$ cat src/rtl/bus_xcvr_pkg.sv
package bus_xcvr_pkg;
  localparam int unsigned XCVR_W = 18;
  localparam int unsigned N_DIR  = 2;
  typedef enum logic [0:0] {DIR_AB = 1'b0, DIR_BA = 1'b1} dir_e;
endpackage

$ cat src/rtl/xcvr_edge_det.sv
module xcvr_edge_det (
  input  logic clk_i,
  input  logic rst_ni,
  input  logic lvl_i,
  output logic rise_o
);
  logic lvl_q;
  always_ff @(posedge clk_i or negedge rst_ni) begin
    if (!rst_ni) lvl_q <= 1'b0;
    else         lvl_q <= lvl_i;
  end
  assign rise_o = lvl_i & ~lvl_q;
endmodule

$ cat src/rtl/xcvr_cell.sv
module xcvr_cell #(
  parameter int unsigned W = 18
) (
  input  logic         clk_i,
  input  logic         rst_ni,
  input  logic [W-1:0] d_i,
  input  logic         le_i,
  input  logic         xclk_i,
  input  logic         ce_ni,
  input  logic         oe_ni,
  output logic [W-1:0] q_o,
  output logic         en_o
);
  logic         rise;
  logic [W-1:0] store_q;
  logic [W-1:0] pass;

  xcvr_edge_det u_edge (
    .clk_i (clk_i),
    .rst_ni(rst_ni),
    .lvl_i (xclk_i),
    .rise_o(rise)
  );

  // latch enable outranks the clock
  always_ff @(posedge clk_i or negedge rst_ni) begin
    if (!rst_ni)               store_q <= '0;
    else if (le_i)             store_q <= d_i;
    else if (rise && !ce_ni)   store_q <= d_i;
  end

  assign pass = le_i ? d_i : store_q;
  assign en_o = ~oe_ni;
  assign q_o  = en_o ? pass : '0;

  p_trans_r1: assert property (@(posedge clk_i) disable iff (!rst_ni)
    (le_i && !oe_ni) |-> (q_o == d_i));
  p_hold_r2: assert property (@(posedge clk_i) disable iff (!rst_ni)
    (!le_i && !rise) |=> $stable(store_q));
  p_capture_r3: assert property (@(posedge clk_i) disable iff (!rst_ni)
    (!le_i && rise && !ce_ni) |=> (store_q == $past(d_i)));
  p_gated_r4: assert property (@(posedge clk_i) disable iff (!rst_ni)
    (!le_i && rise && ce_ni) |=> $stable(store_q));
  p_track_r5: assert property (@(posedge clk_i) disable iff (!rst_ni)
    le_i |=> (store_q == $past(d_i)));
  p_quiet_r7: assert property (@(posedge clk_i) disable iff (!rst_ni)
    oe_ni |-> (q_o == '0 && !en_o));
endmodule

$ cat src/rtl/bus_xcvr.sv
module bus_xcvr
  import bus_xcvr_pkg::*;
#(
  parameter int unsigned W = XCVR_W
) (
  input  logic         clk_i,
  input  logic         rst_ni,
  input  logic [W-1:0] a_i,
  input  logic [W-1:0] b_i,
  input  logic         ab_oe_ni,
  input  logic         ab_le_i,
  input  logic         ab_clk_i,
  input  logic         ab_ce_ni,
  input  logic         ba_oe_ni,
  input  logic         ba_le_i,
  input  logic         ba_clk_i,
  input  logic         ba_ce_ni,
  output logic [W-1:0] a_o,
  output logic         a_oe_o,
  output logic [W-1:0] b_o,
  output logic         b_oe_o
);
  logic [N_DIR-1:0][W-1:0] din, dout;
  logic [N_DIR-1:0]        le, xclk, ce_n, oe_n, en;

  assign din[DIR_AB]  = a_i;      assign din[DIR_BA]  = b_i;
  assign le[DIR_AB]   = ab_le_i;  assign le[DIR_BA]   = ba_le_i;
  assign xclk[DIR_AB] = ab_clk_i; assign xclk[DIR_BA] = ba_clk_i;
  assign ce_n[DIR_AB] = ab_ce_ni; assign ce_n[DIR_BA] = ba_ce_ni;
  assign oe_n[DIR_AB] = ab_oe_ni; assign oe_n[DIR_BA] = ba_oe_ni;

  // one identical, independent cell per direction
  for (genvar g = 0; g < N_DIR; g++) begin : g_dir
    xcvr_cell #(.W(W)) u_cell (
      .clk_i (clk_i),
      .rst_ni(rst_ni),
      .d_i   (din[g]),
      .le_i  (le[g]),
      .xclk_i(xclk[g]),
      .ce_ni (ce_n[g]),
      .oe_ni (oe_n[g]),
      .q_o   (dout[g]),
      .en_o  (en[g])
    );
  end

  assign b_o    = dout[DIR_AB];
  assign b_oe_o = en[DIR_AB];
  assign a_o    = dout[DIR_BA];
  assign a_oe_o = en[DIR_BA];
endmodule

$ cat config.mk
export PLATFORM = sky130hd
export DESIGN_NAME = bus_xcvr
export DESIGN_NICKNAME = d
export VERILOG_FILES = /design/src/rtl/bus_xcvr_pkg.sv /design/src/rtl/xcvr_edge_det.sv /design/src/rtl/xcvr_cell.sv /design/src/rtl/bus_xcvr.sv
export SDC_FILE = /design/constraint.sdc
export NUM_CORES = 1
export LEC_CHECK = 0
export ABC_AREA = 1
export BUFFER_PORTS_ARGS = -buffer_cell sky130_fd_sc_hd__buf_2
export CAP_MARGIN = 0
export CORE_MARGIN = 4
export CORE_UTILIZATION = 50
export DETAILED_ROUTE_END_ITERATION = 6
export PLACE_DENSITY = 0.81
export SYNTH_ARGS = -nofsm -noshare
export SYNTH_HDL_FRONTEND = slang
export SYNTH_SLANG_ARGS = --single-unit
$ cat constraint.sdc
create_clock -name clk_i -period 2.3 [get_ports clk_i]
set_input_delay 0.345 -clock clk_i [delete_from_list [all_inputs] [get_ports clk_i]]
set_output_delay 0.345 -clock clk_i [all_outputs]
set_load 0.005 [all_outputs]
== Word level (Yosys, flattened, before mapping) ==
Cells that the tools add are included.
Operators by class
  reduce and logical (&&, ||, !) cells: 6
  divide/modulo/power cells: 0
  add/sub/neg operators: 0
  multiply operators: 0
  magnitude comparators: 0
  eq/ne operators: 0
  shifts and indexed selects: 0
  multiplexer cells: 8
  bitwise gates (word level): 6
Operator list (count)
  $mux 18: 8
  $not 1->1: 4
  $reduce_bool 2->1: 2
  $and 1x1->1: 2
  $logic_and 1x1->1: 2
  $logic_not 1->1: 2
Storage, ports and cells
  bits in registers: 38
  logic and storage cells: 24
  output and inout port bits: 38
  memory bits (read-only): 0
  memories: 0
  bits in latches: 0
  bits in writable memories: 0
  input bits: 46

== Logic depth before layout (Yosys ltp) ==
  depth after elaboration: 5
  depth in mapped cells: 6

== By module ==
A second synthesis with hierarchy kept.
Unflattened totals
  cells, all modules: 284
  area, all modules: 2122.0 µm²
Modules (own cells, without submodules)
  xcvr_cell: seq. area each 450.4 µm², times used 2, cells each 139, area an instance 1026.0 µm²
  xcvr_edge_det: seq. area each 25.0 µm², times used 2, cells each 3, area an instance 35.0 µm²

== Worst setup path after synthesis ==
No wires, ideal clock.
  path type: input port to output port
  start point: in ba_oe_ni
  end point: out a_o[10]
  path slack: 1.107 ns
  arrival time: 0.848 ns
  stages on the path: 4
  required time: 1.955 ns
  cells stage by stage: inv_1 > buf_2 > o21ai_0 > nor2_1
Between the ends
  word-level cells in the longest chain between the ends: 1
Ends and longest elaborated chain
  from (decl): line bus_xcvr.sv:14  | input logic ba_oe_ni,
  $mux 18: line xcvr_cell.sv:34  | assign q_o = en_o ? pass : '0;
  to (decl): line bus_xcvr.sv:18  | output logic [W-1:0] a_o,
No other way between the ends.

== Final worst setup path ==
  start point: in ba_oe_ni
  end point: out a_o[16]
The elaborated chain is that of the path after synthesis.

==> flow_summary.json <==
{
  "grt_use_total_pct": 19.1,
  "dp_cells": 399,
  "rsz0062_at_grt": "false",
  "cts_sinks": 38,
  "min_path_type": "input port to async pin",
  "yosys_warnings": 0,
  "grt_max_degree": 39,
  "dr.first_iter.drc_count": 194,
  "power_frac_seq_pct": 51.1,
  "fin_ws_ps": 738,
  "pin_count": 84,
  "drive_gt1_share_pct": 33.1,
  "period_share_pct": 67.9,
  "ys_types": 18,
  "cts_made_buffers": 5,
  "utilization_pct": 62.8,
  "cts_max_level": 2,
  "whs_ps": 162,
  "clock_path_buffers": 2,
  "critPathLaunchType": "input port",
  "fp.coreArea_um2": 4090,
  "status": "complete, no violations",
  "cp-end-kind": "primary output",
  "avgSynthCellArea_um2": 7.64,
  "place_area_um2": 2490,
  "syn_area_um2": 2150,
  "setup_viol": 0,
  "crit_arrival_ps": 1220,
  "clkPwrFrac_pct": 27.8,
  "clk_latency_ps": 280,
  "cts_setup_buffers": 0,
  "grt_overflow_total": 0,
  "drcViolationCount": 0,
  "p_sw_share_pct": 28.6,
  "slew_headroom_pct": 45.1,
  "fin_setup_tns_ps": 0,
  "synth_area_leader_cell": "dfrtp_1",
  "synth_top_cells_by_area": "dfrtp_1 44%, nor2_1 13%, nand2_1 9.1%, nand3_1 8.4%, o21ai_0 8.1%",
  "ant_nets": 0,
  "postSynthCellCount": 282,
  "io_buffers": 83,
  "fin_area_um2": 2560,
  "p_leak_nw": 1.42,
  "cts_resized": 0,
  "root_buffer": "clkbuf_8",
  "max_freq_mhz": 640,
  "wl_mm": 4.98,
  "place_congestion": 0.779,
  "tightest_slew_ps": 823,
  "diodes": 0,
  "die_h_um": 73.6,
  "synth_top_area_share_pct": 44.2,
  "hold_viol_final": 0,
  "dr.pass1.iters": 4,
  "fin_crit_ps": 1560,
  "vias_per_cell": 4.93,
  "cp_data_required_time_ps": 1960,
  "avgRoutedWirePerCell_um": 12.3,
  "internal_power_mw": 1.07,
  "ys_seq_area_share_pct": 44.2,
  "cap_viol_max_count": 0,
  "die_w_um": 73.6,
  "syn_nets": 328,
  "fin_skew_ps": 1.46,
  "ys_ff_latch": 38,
  "die-area_um2": 5420,
  "antenna_found_initial": 0,
  "power.density_nw_per_um2": 585,
  "start_util_pct": 52.7,
  "slew_viol_final": 0,
  "ctsHoldBuffers": 0,
  "grt_pass1_vias": 1863,
  "power.total_mw": 1.50,
  "cts_tree": "yes",
  "r2r_setup_slack_ps": 1160,
  "criticalPathCategory": "input port to primary output",
  "final_nets": 402,
  "fill_cells": 375,
  "finalNonFillerCells": 406,
  "peakVddDrop_v": 0.000403,
  "vias": 2000,
  "crit_fanout": 19,
  "comb_power_share_pct": 21.2,
  "dp_hpwl_mm": 3.44,
  "syn_to_final_growth_pct": 19.1,
  "p_switching_uw": 429,
  "path_clk_slew_ps": 70,
  "dp_slack_ps": 734,
  "fp-row-count": 23,
  "grt_pass1_wl_mm": 8.26
}
-- cell families (layout without fill, tap and decap cells) --
family                 Yosys count  after routing  share of synthesized area, %
and+or+nand+nor                184            184                          38.9
DFF                             38             38                          44.2
AOI/OAI and AO/OA               36             36                          8.37
buffers and inverters           24             98                          8.60
-- layout by cell type (no fill, tap or decap) --
cell	Yosys	final
nand2_2	20	20
nor2_1	72	72
clkbuf_8	0	5
buf_2	5	83
inv_6	1	1
inv_8	1	1
nand2_1	52	52
clkbuf_1	0	2
nand3_1	36	36
nand2_4	1	1
inv_1	2	2
o21ai_1	1	1
nand2_8	1	1
nand3_4	2	2
o21ai_0	35	35
inv_2	4	4
dfrtp_1	38	38
-- power groups by stage --
stage / sequential (mW) / clock, mW / combinational [mW]
4_1_cts: 0.766 / 0.429 / 0.322
2_1_floorplan: 0.767 / 0 / 0.206
5_1_grt: 0.773 / 0.461 / 0.365
3_5_place_dp: 0.777 / 0 / 0.321
3_3_place_gp: 0.774 / 0 / 0.315
6_report: 0.766 / 0.416 / 0.317
-- registers in the layout, summed over array words and instances, names as in the netlist --
signal / count
g_dir.u_cell.store_q: 36
g_dir.u_cell.u_edge.lvl_q: 2
-- path summary, 6_finish.rpt --
check / from / to / cells past startpoint
worst max-delay path: ba_oe_ni / a_o[16] / 5
worst min-delay path: rst_ni / g_dir[1].u_cell.store_q[17] / 1
worst max register to register: g_dir[0].u_cell.u_edge.lvl_q / g_dir[0].u_cell.store_q[16] / 5
worst min register to register: g_dir[0].u_cell.store_q[11] / g_dir[0].u_cell.store_q[11] / 2
max in group asynchronous: rst_ni / g_dir[1].u_cell.store_q[6] / 1
min in group clk_i: ab_clk_i / g_dir[0].u_cell.u_edge.lvl_q / 1
-- routing by layer --
metal | GRT usage [%] | share of wire (%) | up-vias
met3 | 3.15 | 5.1 | 7
met2 | 31.3 | 48 | 51
met4 | 5.43 | 1.2 | 0
met1 | 26.0 | 45 | 895
met5 | 0 | 0 | -
li1 | - | - | 1047
-- worst max-delay path: stages --
cell and delay, ps:
buf_2 90, inv_1 340, o21ai_0 180, nor2_1 130, buf_2 130
-- final cells by class --
class	count	area, µm²	share of cell area (%)
repair buffers	83	415	16.2
inverters	8	42.5	1.66
flip-flops and latches	38	951	37.1
well taps	50	62.6	2.44
clock buffers	7	76.3	2.98
multi-input cells	220	1020	39.7
-- cell usage after synthesis --
library cell and number:
buf_12 1, buf_2 5, buf_4 4, buf_6 6
dfrtp_1 38, inv_1 2, inv_2 4, inv_6 1
inv_8 1, nand2_1 52, nand2_2 20, nand2_4 1
nand2_8 1, nand3_1 36, nand3_4 2, nor2_1 72
o21ai_0 35, o21ai_1 1
Power figures use the tool's default switching activity.
